--- config.mk ---
export PLATFORM = sky130hd
export DESIGN_NAME = harm_angle_gen
export DESIGN_NICKNAME = d
export VERILOG_FILES = /design/src/rtl/harm_angle_pkg.sv /design/src/rtl/hat_step_counter.sv /design/src/rtl/hat_pole_scaler.sv /design/src/rtl/hat_launcher.sv /design/src/rtl/harm_angle_gen.sv
export SDC_FILE = /design/constraint.sdc
export NUM_CORES = 1
export LEC_CHECK = 0
export BUFFER_PORTS_ARGS = -buffer_cell sky130_fd_sc_hd__buf_2
export CAP_MARGIN = 0
export CORE_ASPECT_RATIO = 1.4
export CORE_MARGIN = 5
export CORE_UTILIZATION = 52
export CTS_CLUSTER_DIAMETER = 50
export CTS_CLUSTER_SIZE = 24
export DETAILED_ROUTE_END_ITERATION = 6
export HOLD_SLACK_MARGIN = 0.05
export PLACE_DENSITY_LB_ADDON = 0.25
export SYNTH_ARGS = -nofsm -noshare
export SYNTH_HDL_FRONTEND = slang
export SYNTH_SLANG_ARGS = --single-unit
--- constraint.sdc ---
create_clock -name clk -period 3.4 [get_ports clk]
set_clock_uncertainty 0.1 [all_clocks]
set_input_delay 0.17 -clock clk [delete_from_list [all_inputs] [get_ports clk]]
set_output_delay 0.17 -clock clk [all_outputs]
set_load 0.01 [all_outputs]
--- src/rtl/harm_angle_pkg.sv ---
package harm_angle_pkg;

    localparam int unsigned DEF_ANG_W    = 12;
    localparam int unsigned DEF_POS_W    = 16;
    localparam int unsigned DEF_SHIFT_W  = 2;
    localparam int unsigned DEF_SYNC_N   = 2;
    localparam int unsigned DEF_STB_HIGH = 4;
    localparam int unsigned DEF_STB_GAP  = 3;

    typedef enum logic [1:0] {
        LS_IDLE = 2'd0,
        LS_HIGH = 2'd1,
        LS_GAP  = 2'd2
    } launch_state_e;

    typedef struct packed {
        logic edge_seen;
        logic go_up;
    } step_evt_t;

endpackage

--- src/rtl/hat_step_counter.sv ---
module hat_step_counter
    import harm_angle_pkg::*;
#(
    parameter int unsigned ANG_W  = DEF_ANG_W,
    parameter int unsigned SYNC_N = DEF_SYNC_N
) (
    input  logic             clk,
    input  logic             rst,
    input  logic             step_in,
    input  logic             dir_up,
    output logic [ANG_W-1:0] count_o
);
    localparam int unsigned LAST = SYNC_N - 1;

    logic [SYNC_N-1:0] step_sync;
    logic [SYNC_N-1:0] dir_sync;
    logic              step_prev;
    step_evt_t         evt;
    logic [ANG_W-1:0]  count_q;

    always_ff @(posedge clk) begin
        if (rst) begin
            step_sync <= '0;
            dir_sync  <= '0;
            step_prev <= 1'b0;
        end else begin
            step_sync <= {step_sync[SYNC_N-2:0], step_in};
            dir_sync  <= {dir_sync[SYNC_N-2:0], dir_up};
            step_prev <= step_sync[LAST];
        end
    end

    always_comb begin
        evt.edge_seen = step_sync[LAST] & ~step_prev;
        evt.go_up     = dir_sync[LAST];
    end

    always_ff @(posedge clk) begin
        if (rst) begin
            count_q <= '0;
        end else if (evt.edge_seen) begin
            if (evt.go_up) count_q <= count_q + 1'b1;
            else           count_q <= count_q - 1'b1;
        end
    end

    assign count_o = count_q;

endmodule

--- src/rtl/hat_pole_scaler.sv ---
module hat_pole_scaler
    import harm_angle_pkg::*;
#(
    parameter int unsigned ANG_W   = DEF_ANG_W,
    parameter int unsigned POS_W   = DEF_POS_W,
    parameter int unsigned SHIFT_W = DEF_SHIFT_W
) (
    input  logic               clk,
    input  logic               rst,
    input  logic [POS_W-1:0]   pos_word,
    input  logic [SHIFT_W-1:0] pp_shift,
    output logic [ANG_W-1:0]   angle_o
);
    localparam int unsigned N_SHIFT = 1 << SHIFT_W;

    logic [ANG_W-1:0] slice [N_SHIFT];
    logic [ANG_W-1:0] angle_q;

    generate
        for (genvar k = 0; k < N_SHIFT; k++) begin : g_slice
            assign slice[k] = pos_word[POS_W-1-k -: ANG_W];
        end
    endgenerate

    always_ff @(posedge clk) begin
        if (rst) angle_q <= '0;
        else     angle_q <= slice[pp_shift];
    end

    assign angle_o = angle_q;

endmodule

--- src/rtl/hat_launcher.sv ---
module hat_launcher
    import harm_angle_pkg::*;
#(
    parameter int unsigned ANG_W    = DEF_ANG_W,
    parameter int unsigned STB_HIGH = DEF_STB_HIGH,
    parameter int unsigned STB_GAP  = DEF_STB_GAP
) (
    input  logic             clk,
    input  logic             rst,
    input  logic [ANG_W-1:0] cand_i,
    input  logic             busy_in,
    output logic [ANG_W-1:0] angle_o,
    output logic             strobe_o
);
    localparam int unsigned T_MAX = (STB_HIGH > STB_GAP) ? STB_HIGH : STB_GAP;
    localparam int unsigned TMR_W = $clog2(T_MAX + 1);
    localparam logic [TMR_W-1:0] HIGH_LOAD = TMR_W'(STB_HIGH - 1);
    localparam logic [TMR_W-1:0] GAP_LOAD  = TMR_W'(STB_GAP - 1);

    launch_state_e    state;
    logic [TMR_W-1:0] tmr;
    logic [ANG_W-1:0] angle_q;
    logic             strobe_q;

    always_ff @(posedge clk) begin
        if (rst) begin
            state    <= LS_IDLE;
            tmr      <= '0;
            angle_q  <= '0;
            strobe_q <= 1'b0;
        end else begin
            unique case (state)
                LS_IDLE: begin
                    if ((cand_i != angle_q) && !busy_in) begin
                        angle_q  <= cand_i;
                        strobe_q <= 1'b1;
                        tmr      <= HIGH_LOAD;
                        state    <= LS_HIGH;
                    end
                end
                LS_HIGH: begin
                    if (tmr == '0) begin
                        strobe_q <= 1'b0;
                        tmr      <= GAP_LOAD;
                        state    <= LS_GAP;
                    end else begin
                        tmr <= tmr - 1'b1;
                    end
                end
                LS_GAP: begin
                    if (tmr == '0) state <= LS_IDLE;
                    else           tmr   <= tmr - 1'b1;
                end
                default: state <= LS_IDLE;
            endcase
        end
    end

    assign angle_o  = angle_q;
    assign strobe_o = strobe_q;

endmodule

--- src/rtl/harm_angle_gen.sv ---
module harm_angle_gen
    import harm_angle_pkg::*;
#(
    parameter int unsigned ANG_W    = DEF_ANG_W,
    parameter int unsigned POS_W    = DEF_POS_W,
    parameter int unsigned SHIFT_W  = DEF_SHIFT_W,
    parameter int unsigned SYNC_N   = DEF_SYNC_N,
    parameter int unsigned STB_HIGH = DEF_STB_HIGH,
    parameter int unsigned STB_GAP  = DEF_STB_GAP
) (
    input  logic               clk,
    input  logic               rst,
    input  logic               step_in,
    input  logic               dir_up,
    input  logic [POS_W-1:0]   pos_word,
    input  logic [SHIFT_W-1:0] pp_shift,
    input  logic               src_pos,
    input  logic               busy_in,
    output logic [ANG_W-1:0]   angle_out,
    output logic               strobe_out
);
    logic [ANG_W-1:0] count_w;
    logic [ANG_W-1:0] scaled_w;
    logic [ANG_W-1:0] cand_w;

    hat_step_counter #(.ANG_W(ANG_W), .SYNC_N(SYNC_N)) u_cnt (
        .clk     (clk),
        .rst     (rst),
        .step_in (step_in),
        .dir_up  (dir_up),
        .count_o (count_w)
    );

    hat_pole_scaler #(.ANG_W(ANG_W), .POS_W(POS_W), .SHIFT_W(SHIFT_W)) u_scale (
        .clk      (clk),
        .rst      (rst),
        .pos_word (pos_word),
        .pp_shift (pp_shift),
        .angle_o  (scaled_w)
    );

    assign cand_w = src_pos ? scaled_w : count_w;

    hat_launcher #(.ANG_W(ANG_W), .STB_HIGH(STB_HIGH), .STB_GAP(STB_GAP)) u_launch (
        .clk      (clk),
        .rst      (rst),
        .cand_i   (cand_w),
        .busy_in  (busy_in),
        .angle_o  (angle_out),
        .strobe_o (strobe_out)
    );

endmodule

# --- Word-level counts from Yosys, hierarchy flattened ---
# Index checks and enable logic that the tools add are counted.
classes:
  add_sub_neg: 3
  n_lt_le_gt_ge: 1
  eq_ne: 7
  muxes: 16
  bitwise_logic: 3
  n_reduce_logical: 10
op_table:
  columns: ["operator", "count"]
  rows:
  - ["$mux 12", 4]
  - ["$bmux 12 s2", 1]
  - ["$add 12x1->12 const B", 1]
  - ["$ne 12x12->1", 1]
  - ["$sub 12x1->12 const B", 1]
  - ["$mux 3", 3]
  - ["$pmux 3 s3", 1]
  - ["$reduce_and 3->1", 3]
  - ["$mux 2", 3]
  - ["$ne 2x1->1 const B", 3]
  - ["$pmux 2 s3", 1]
  - ["$ge 3x3->1 const B", 1]
  - ["$logic_not 3->1", 1]
  - ["$not 2->3", 1]
  - ["$reduce_bool 3->1", 1]
  - ["$sub 3x1->3 const B", 1]
  - ["$eq 2x1->1 const B", 1]
  - ["$eq 2x2->1 const B", 1]
  - ["$logic_not 2->1", 1]
  - ["$mux 1", 2]
  - ["$ne 2x2->1 const B", 1]
  - ["$pmux 1 s2", 1]
  - ["$reduce_and 2->1", 1]
  - ["$reduce_bool 2->1", 1]
  - ["other kinds (4)", 4]
word_totals:
  reg_bits: 47
  output_inout_bits: 13
  word_cells: 49

# --- Depth between registers and ports, before layout ---
# Gate-level depths: netlist (run 1).
depth:
  word_depth: 5
  mapped_depth: 8

# --- Modules after synthesis ---
# Synthesis (run 1) repeated with hierarchy kept, for this count alone.
hier_totals:
  cells_unflattened: 287
  area_unflattened_um2: 2766.4
by_module_without_submodules:
  columns: ["module", "instances", "cells_each", "area_per_inst_um2", "seq_area_each_um2"]
  rows:
  - ["hat_launcher", 1, 116, 1068.5, 360.3]
  - ["hat_step_counter", 1, 114, 998.5, 340.3]
  - ["hat_pole_scaler", 1, 44, 515.5, 240.2]
  - ["harm_angle_gen", 1, 13, 183.9, 0.0]

# --- Worst setup path before layout (run 1) ---
# OpenSTA, ideal clock, no wires.
synth_path:
  path_kind: "reg-to-reg"
  from: "register u_cnt.dir_sync[1]"
  to: "register u_cnt.count_q[8], in the netlist u_cnt.count_o[8]"
  arrival_ps: 1961
  required_time_ps: 3239
  setup_slack_ps: 1278
  path_stages_with_launch: 8
  path_buffers: 0
  synth_period_minus_slack_ps: 2122
  cell_sequence: "dfxtp_1 -> inv_1 -> fa_1 -> a21o_1 -> a21oi_1 -> o211ai_1 -> a2111oi_0 -> a311o_1"
synth_via:
  elab_chain_len: 1
synth_lines:
  columns: ["item", "line", "text"]
  rows:
  - ["start, declared", "hat_step_counter.sv:16", "logic [SYNC_N-1:0] dir_sync;"]
  - ["start signal, assigned", "hat_step_counter.sv:28", "dir_sync <= {dir_sync[SYNC_N-2:0], dir_up};"]
  - ["$mux 12", "hat_step_counter.sv:42", "if (evt.go_up) count_q <= count_q + 1'b1;"]
  - ["end signal, assigned", "hat_step_counter.sv:42", null]
  - ["end signal, assigned", "hat_step_counter.sv:43", "else count_q <= count_q - 1'b1;"]
  - ["end, declared", "hat_step_counter.sv:19", "logic [ANG_W-1:0] count_q;"]
# No other way between the ends.
# A chain may end at the register's enable or synchronous reset.

# --- Worst setup path in the final report (run 1) ---
# Same ends and word-level chain as after synthesis.

==> results.toml, run 1 <==
[logic_synthesis]
seq_area_frac_synth_pct = 33.6
synthMuxAreaShare_pct = 15.9
synthCells = 290
postSynthNetCount = 332
synth_edf_count = 0
synth-seq-cells = 47
synth_area_leaders = "dfxtp_1 34%, mux4_2 9.7%, ha_1 7.6%"
synth-compound-area-share_pct = 15.2
synth_top_area_share_pct = 33.6
synth_xor_xnor_area_share_pct = 6.26
yosys_warnings = 0
avgSynthCellArea_um2 = 9.66
synth_top_family_by_area = "simple AND/OR/NAND/NOR gates"
ys.flop_type = "dfxtp_1"
synth_largest_area_cell = "dfxtp_1"
yosys.area_share.simple_pct = 17.0
synth_commonest_cells = "47 x dfxtp_1, 27 x nand2_1, 22 x nor2_1"
yosysMostFrequentCell = "dfxtp_1"
synthArstFlopShare_pct = 0
ys_types = 43
synth_fa_ha_area_share_pct = 8.31
syn_area_um2 = 2800

[power]
ir_worst_vdd_mv = 0.343
p_leak_nw = 1.32
powerDensity_nw_per_um2 = 565

[finish]
layout-drive-gt1-share_pct = 19.6
fin_nets = 367
area_growth_pct = 11.7
n_antenna_cell = 0

[floorplanning]
core_um2 = 5200
rows = 31
die_area_um2 = 6970
die_y_um = 96.8
initial_core_util_pct = 53.9
fp.dieW_um = 72.0
ios = 37

[clocking]
cts-root-buf = "clkbuf_8"
cts_buffers = 5
clock_latency_ps = 310
cts.sinks = 47
ctsResizeCount = 0
h-tree-depth = 2
cts_tree = "built"
clockBufferDepth = 2
cts.clk_slew.worst_paths_ps = 80
cts_setup_buffers = 0

[setup_path]
crit_type = "reg2reg"
crit_path_max_incr_delay_ps = 470
cp_cell_sequence = "inv_1, fa_1, a21o_1, a21oi_1, o211ai_1, a2111oi_0, a311o_1"
crit_arrival_ps = 2580
critPathBufInv = 1
crit_required_ps = 3550
crit_family = "compound AO/OA/AOI/OAI gates"
cp-end-kind = "flip-flop"
crit_slowest_cell = "fa_1"
critPathLaunchType = "flip-flop"
critPathMaxFanout = 11

[timing]
period_minus_slack_ps = 2430
slew_viol_final = 0
post-route-period-util_pct = 71.5
whs_ps = 184
tightestPinTransition_ps = 557
tns_ps = 0
setup_viol = 0
hold_viol_final = 0
rsz0062_at_grt = "no"
relSlewSlack_pct = 62.6
max_freq_mhz = 412

[detailed_routing]
wl_um = 5480
vias = 2172
vias_per_cell = 5.54
wl_per_cell_um = 14.0
ant_nets = 0
drtIter0Drc = 102
drtPass1Iterations = 4
remaining_drc_errors = 0

[run_status]
status = "completed"

[global_route]
grt_max_degree = 34
grt_pass1_wl_um = 9120
antenna_found_initial = 0
grtUsageTotal_pct = 16.4
grt.overflow.total = 0
grt_pass1_vias = 2020

[job]
drv_cap = 0

[worst_hold_path]
hold_path.class = "in2reg"

[placement]
port_buffers = 35
dp_hpwl_um = 4190
gp_congestion = 0.777
metrics by stage:
stage / setup slack [ps] / total power [mW] / cells / cell area (um^2) / util, %
6_report: 970 / 1.77 / 392 / 3130 / 60.2
2_1_floorplan: 1280 / 1.27 / 290 / 2800 / -
3_3_place_gp: 1020 / 1.40 / 382 / 3010 / 58.0
5_1_grt: 767 / 1.90 / 392 / 3130 / 60.2
4_1_cts: 977 / 1.78 / 392 / 3130 / 60.2
3_5_place_dp: 964 / 1.42 / 382 / 3010 / 58.0
metal layers:
| metal | wire, um | up-vias | global-route usage, % |
|---|---|---|---|
| met2 | 2760 | 47 | 28.4 |
| met4 | 99 | 0 | 5.93 |
| met1 | 2370 | 1003 | 19.4 |
| li1 | - | 1113 | - |
| met5 | 0 | - | 0 |
| met3 | 250 | 9 | 3.63 |
tightest hold or removal path: cells and delay by family:
kind	cells	cell delay, ps
buffers and inverters	1	70
AND/OR/NAND/NOR	1	110
multiplexers	1	200
power by group:
group | internal [mW] | switching (mW)
clock | 0.167 | 0.189
sequential | 0.640 | 0.0700
combinational | 0.323 | 0.380
total | 1.13 | 0.639
flip-flops by register name, indices dropped and copies added (netlist names):
| register | count |
|---|---|
| u_cnt.dir_sync | 2 |
| u_scale.angle_o | 12 |
| u_cnt.step_prev | 1 |
| u_cnt.count_o | 12 |
| u_launch.strobe_o | 1 |
| u_cnt.step_sync | 2 |
| u_launch.angle_o | 12 |
| u_launch.state | 2 |
| u_launch.tmr | 3 |
what timing repair did:
item | 4_1_cts | 5_1_grt
hold endpoints to repair | 2 | 0
setup endpoints to repair | 0 | 0
hold buffers | 2 | 0
cell families (layout without fill, tap and decap cells):
group | after synthesis | count (layout)
AOI/OAI and AO/OA | 61 | 61
xor gates and xnor gates | 20 | 20
adders and majority gates | 18 | 18
buffers and inverters | 22 | 58
DFF | 47 | 47
muxes | 29 | 29
and+or+nand+nor | 93 | 93
area by class of cell:
type                    count  area [um^2]
flip-flops and latches     47          941
well taps                  66         82.6
multi-input cells         221         1750
clock inverters             1         8.76
repair buffers             40          218
inverters                  10         37.5
clock buffers               7         86.3
fillers                   470         2070
layout by cell type (no fill, tap or decap), drive strengths merged, types with 2 or more instances in the layout:
master | netlist | final
nor2 | 22 | 22
a311oi | 2 | 2
inv | 10 | 10
xor2 | 2 | 2
nor2b | 11 | 11
ha | 17 | 17
xnor2 | 18 | 18
buf | 5 | 38
dfxtp | 47 | 47
dlygate4sd3 | 0 | 2
o21ai | 8 | 8
o211ai | 4 | 4
nand3 | 2 | 2
nor3 | 4 | 4
o211a | 2 | 2
nand2b | 4 | 4
clkbuf | 7 | 7
nor4 | 5 | 5
mux4 | 12 | 12
a31oi | 3 | 3
mux2i | 16 | 16
and2 | 14 | 14
and3 | 2 | 2
nand2 | 27 | 27
a21o | 5 | 5
a21oi | 15 | 15
a211oi | 14 | 14
a211o | 2 | 2
path summary, 6_finish.rpt:
path                           from                   to  slack, ps  cells after the start
setup / recovery  u_cnt.dir_sync[1]     u_cnt.count_o[8]        970                      7
hold reg to reg   u_cnt.dir_sync[0]    u_cnt.dir_sync[1]        340                      1
hold / removal         pos_word[15]  u_scale.angle_o[11]        180                      3
setup reg to reg  u_cnt.dir_sync[1]     u_cnt.count_o[8]        970                      7
Note: power is estimated with default switching activity, not from simulation.
==> run 2: changes to the inputs <==
Clock period 3.4 ns to 2 ns, I/O delays scaled along.
==> results.toml, run 2 (synthesized netlist as in run 1, its figures left out) <==
[run_status]
violations = "negative setup slack"
status = "complete, but fails checks"

[power]
switchingPower_mw = 1.24
power.share.clock_pct = 17.6
power_mw = 3.40
pwr-share-seq_pct = 36.0
ir_worst_vdd_mv = 0.630
p_leak_nw = 1.61
p_int_mw = 2.16
powerDensity_nw_per_um2 = 905
swShare_pct = 36.5
power_frac_comb_pct = 46.3

[finish]
fin_util_pct = 72.3
fin_cells = 442
layout_commonest_cell = "buf_4"
area_growth_pct = 34.1
fin_nets = 417
layout-drive-gt1-share_pct = 39.4
final_cell_mix = "46 x buf_4, 38 x dfxtp_1, 37 x buf_2"
n_antenna_cell = 0

[global_route]
grt_pass1_wl_um = 10500
grt_pass1_vias = 2326
grt.overflow.total = 0
grtUsageTotal_pct = 18.5
antenna_found_initial = 0
grt_max_degree = 34

[timing]
tns_ps = -103
slew_viol_final = 0
hold_viol_final = 0
relSlewSlack_pct = 63.1
period_minus_slack_ps = 2070
finalWorstSetupSlack_ps = -73.3
max_freq_mhz = 482
setup_viol = 4
tightestPinTransition_ps = 553
rsz0062_at_grt = "yes"
post-route-period-util_pct = 104

[floorplanning]
rows = 31
core_um2 = 5200
fp.dieW_um = 72.0
initial_core_util_pct = 53.9
ios = 37
die_area_um2 = 6970
die_y_um = 96.8

[detailed_routing]
vias_per_cell = 5.50
remaining_drc_errors = 0
ant_nets = 0
wl_um = 6600
drtIter0Drc = 118
drtPass1Iterations = 4
wl_per_cell_um = 14.9
vias = 2431

[placement]
dp.cells = 422
dp_hpwl_um = 4790
gp_congestion = 0.848
port_buffers = 35

[clocking]
clock_latency_ps = 300
clockBufferDepth = 2
cts.sinks = 47
cts-root-buf = "clkbuf_8"
h-tree-depth = 2
cts_tree = "built"
cts.clk_slew.worst_paths_ps = 80
cts_buffers = 5

[setup_path]
critPathLaunchType = "flip-flop"
r2r_start = "u_cnt.count_o[3]"
crit_type = "reg2reg"
r2r_setup_slack_ps = -70
crit_required_ps = 2090
cp-end-kind = "flip-flop"
r2r_cells = 8
crit_arrival_ps = 2160
r2r_end = "u_cnt.count_o[11]"
critPathMaxFanout = 2

[worst_hold_path]
worstHoldStart = "pos_word[15]"
hold_path.class = "in2reg"
min_delay_worst_endpoint = "u_scale.angle_o[11]"
min_path_cells = 3

[job]
drv_cap = 0
## run 2: cell count changes in the layout (fill, tap and decap cells not counted), moves of 4 or more
cell     change
mux2i_1      -5
ha_1         -5
buf_4       +43
dfxtp_1      -9
dfxtp_2      +7
ha_4         +5
buf_6        +4
## run 2: metrics by stage
stage                     setup WS (ps)  hold WS, ps  cell area (um^2)
after global routing               -171          139              3760
final                             -73.3          133              3760
after detailed placement           -139          217              3390
after floorplan                    33.3          128              2860
after CTS                         -51.6          124              3560
after global placement             -113          209              3390
## run 2: worst max-delay path by stage
stage / slack (ps) / cells past startpoint / endpoint / startpoint
2_1_floorplan: 30 / 7 / u_cnt.count_o[8] / u_cnt.dir_sync[1]
3_3_place_gp: -110 / 7 / u_cnt.count_o[8] / u_cnt.count_o[0]
3_5_place_dp: -140 / 10 / u_launch.tmr[0] / src_pos
4_1_cts: -50 / 7 / u_cnt.count_o[8] / u_cnt.count_o[0]
5_1_grt: -170 / 8 / u_cnt.count_o[11] / u_cnt.count_o[3]
6_report: -70 / 8 / u_cnt.count_o[11] / u_cnt.count_o[3]
## run 2: power groups by stage
stage	Clock [mW]	Sequential [mW]	Combinational (mW)
global placement	0	1.23	1.34
CTS	0.613	1.22	1.41
detailed placement	0	1.23	1.37
finish	0.600	1.23	1.58
global route	0.662	1.24	1.75
floorplan	0	1.25	0.925
## run 2: cell type report
class	count	area (um^2)
Tap cell	66	82.6
Inverter	10	45.0
Clock buffer	6	82.6
Fill cell	401	1440
Clock inverter	2	13.8
Sequential cell	47	957
Multi-Input combinational cell	221	1960
Timing Repair Buffer	90	616
## run 2: layer usage
metal	part of all wire, %	track usage (%)
met2	55	34.1
met4	1.5	5.64
met3	4.4	3.01
met1	39	21.1
met5	0	0
## run 2: critical path, stage by stage (launching register included)
cell and delay [ps]:
dfxtp_2 340, buf_4 150, ha_4 260, o211ai_1 130
o211ai_1 290, nand3_1 140, mux2i_1 130, o21ai_1 120
mux2_4 320
## run 2: timing repair
item                                    in CTS  in global routing
endpoints found under the setup margin       7                 23
cloned                                       0                  2
pin swaps                                    7                 16
hold endpoints to repair                     2                  0
gates resized for setup                     11                 32
buffers inserted                             2                  7
hold buffers                                 2                  0
==> run 3: changes to the inputs <==
Settings changed: ABC_AREA from default to 1.
==> results.toml, run 3 <==
[clocking]
cts_buffers = 5
h-tree-depth = 2
cts-root-buf = "clkbuf_8"
clock_latency_ps = 300
cts.clk_slew.worst_paths_ps = 90
clockBufferDepth = 2
cts.sinks = 47
cts_tree = "built"

[finish]
area_growth_pct = 19.9
layout-drive-gt1-share_pct = 19.0
layout_commonest_cell = "nand2_1"
final_cell_mix = "126 x nand2_1, 65 x inv_1, 46 x dfxtp_1"
fin_nets = 545
n_antenna_cell = 0

[floorplanning]
fp.dieW_um = 73.6
initial_core_util_pct = 53.3
core_um2 = 5530
die_y_um = 99.1
rows = 32
ios = 37
die_area_um2 = 7290

[setup_path]
cp-end-kind = "flip-flop"
crit_family = "compound AO/OA/AOI/OAI gates"
crit_arrival_ps = 1980
crit_type = "reg2reg"
crit_required_ps = 2110
critPathMaxFanout = 8
crit_slowest_cell = "dfxtp_2"
crit_path_max_incr_delay_ps = 350
critPathBufInv = 3
cp_cell_sequence = "inv_4, buf_4, ha_2, a21oi_2, o21bai_1, a21oi_1, nand2_1, a21oi_1, o21ai_1, nand2_1, inv_1"
critPathLaunchType = "flip-flop"

[detailed_routing]
ant_nets = 0
wl_um = 6550
wl_per_cell_um = 11.4
remaining_drc_errors = 0
drtIter0Drc = 52
drtPass1Iterations = 6
vias_per_cell = 5.05
vias = 2888

[logic_synthesis]
synthCells = 445
seq_area_frac_synth_pct = 31.9
postSynthNetCount = 487
ys_types = 27
synth-seq-cells = 47
synth_commonest_cells = "127 x nand2_1, 67 x inv_1, 47 x dfxtp_1"
yosysMostFrequentCell = "nand2_1"
synth_top_area_share_pct = 31.9
ys.flop_type = "dfxtp_1"
synth_area_leaders = "dfxtp_1 32%, nand2_1 16%, inv_1 8.5%"
synth_edf_count = 0
synthArstFlopShare_pct = 0
avgSynthCellArea_um2 = 6.62
synth_largest_area_cell = "dfxtp_1"
yosys_warnings = 0
syn_area_um2 = 2950

[worst_hold_path]
hold_path.class = "in2reg"

[timing]
post-route-period-util_pct = 93.8
hold_viol_final = 0
period_minus_slack_ps = 1880
max_freq_mhz = 533
rsz0062_at_grt = "yes"
tns_ps = 0
relSlewSlack_pct = 49.8
setup_viol = 0
whs_ps = 83.4
slew_viol_final = 0
tightestPinTransition_ps = 752

[placement]
port_buffers = 35
gp_congestion = 0.839
dp_hpwl_um = 4890

[job]
drv_cap = 0

[global_route]
antenna_found_initial = 0
grtUsageTotal_pct = 19.1
grt.overflow.total = 0
grt_max_degree = 28
grt_pass1_vias = 2767
grt_pass1_wl_um = 11400

[run_status]
status = "completed"

[power]
p_leak_nw = 1.80
powerDensity_nw_per_um2 = 860
ir_worst_vdd_mv = 0.665
run 3: changes by cell type after synthesis, sizes merged, moves of 5 or more:
cell / change
mux4: -12
a21o: -5
and2: -14
xnor2: -14
a21oi: +27
nor2b: -11
nand3: +24
inv: +59
nor4: -5
nor2: +11
nand2: +109
o21ai: +33
mux2i: -16
a211oi: -14
run 3: layout make-up:
class,instances,area (um^2)
clock buffer,7,76.3
clock inverter,1,5.00
fill,539,1990
inverter,70,269
multi-input combinational,317,1730
sequential,47,942
tap,68,85.1
timing repair buffer,62,420
run 3: worst paths after layout:
check                         start            endpoint  slack, ps  cells past startpoint
setup reg to reg  u_cnt.dir_sync[1]   u_cnt.count_o[10]        120                     11
hold reg to reg   u_cnt.dir_sync[0]   u_cnt.dir_sync[1]        300                      2
hold / removal          pos_word[2]  u_scale.angle_o[0]         80                      5
setup / recovery  u_cnt.dir_sync[1]   u_cnt.count_o[10]        120                     11
run 3: kinds of logic (layout without fill, tap and decap cells):
| group | Yosys count | in the layout | synth area share (%) |
|---|---|---|---|
| fa+ha+maj | 18 | 18 | 7.90 |
| buf+inv | 81 | 140 | 11.1 |
| flops | 47 | 47 | 31.9 |
| xor+xnor | 9 | 9 | 2.67 |
| simple gates | 197 | 197 | 28.7 |
| compound gates | 93 | 93 | 17.7 |
run 3: stage by stage:
step                instances  cell area [um^2]  utilization [%]  total power [mW]  setup WS (ps)
floorplan                 445              2950                -              2.12           44.7
global placement          549              3240             58.7              2.42          -19.5
detailed placement        549              3240             58.7              2.46          -82.3
CTS                       569              3450             62.4              3.03           46.7
global route              572              3530             63.9              3.28          -16.3
finish                    572              3530             63.9              3.04            124
run 3: layer usage:
layer  routed length [um]  global-route usage, %  vias to the layer above
li1                     -                      -                     1518
met4                  166                   8.37                        0
met3                  204                   3.16                       15
met1                 2810                   21.1                     1299
met2                 3370                   34.7                       56
met5                    0                      0                        -
run 3: power breakdown:
group | internal, mW | leakage [nW] | switching, mW | total (mW)
combinational | 0.532 | 1.37 | 0.755 | 1.29
clock | 0.246 | 0.0422 | 0.303 | 0.548
sequential | 1.09 | 0.389 | 0.114 | 1.20
total | 1.87 | 1.80 | 1.17 | 3.04
run 3: timing repair:
item / in CTS / in global routing
gates resized for setup: 2 / 15
setup buffers: 0 / 3
pin swaps: 0 / 1
endpoints found under the setup margin: 4 / 8
hold buffers: 12 / 0
endpoints found under the hold margin: 10 / 0
run 3: worst register-to-register path: stages, from the launching register on:
cell and delay, ps:
dfxtp_2 350, inv_4 130, buf_4 160, ha_2 300, a21oi_2 170, o21bai_1 70, a21oi_1 120, nand2_1 90
a21oi_1 120, o21ai_1 90, nand2_1 60, inv_1 30
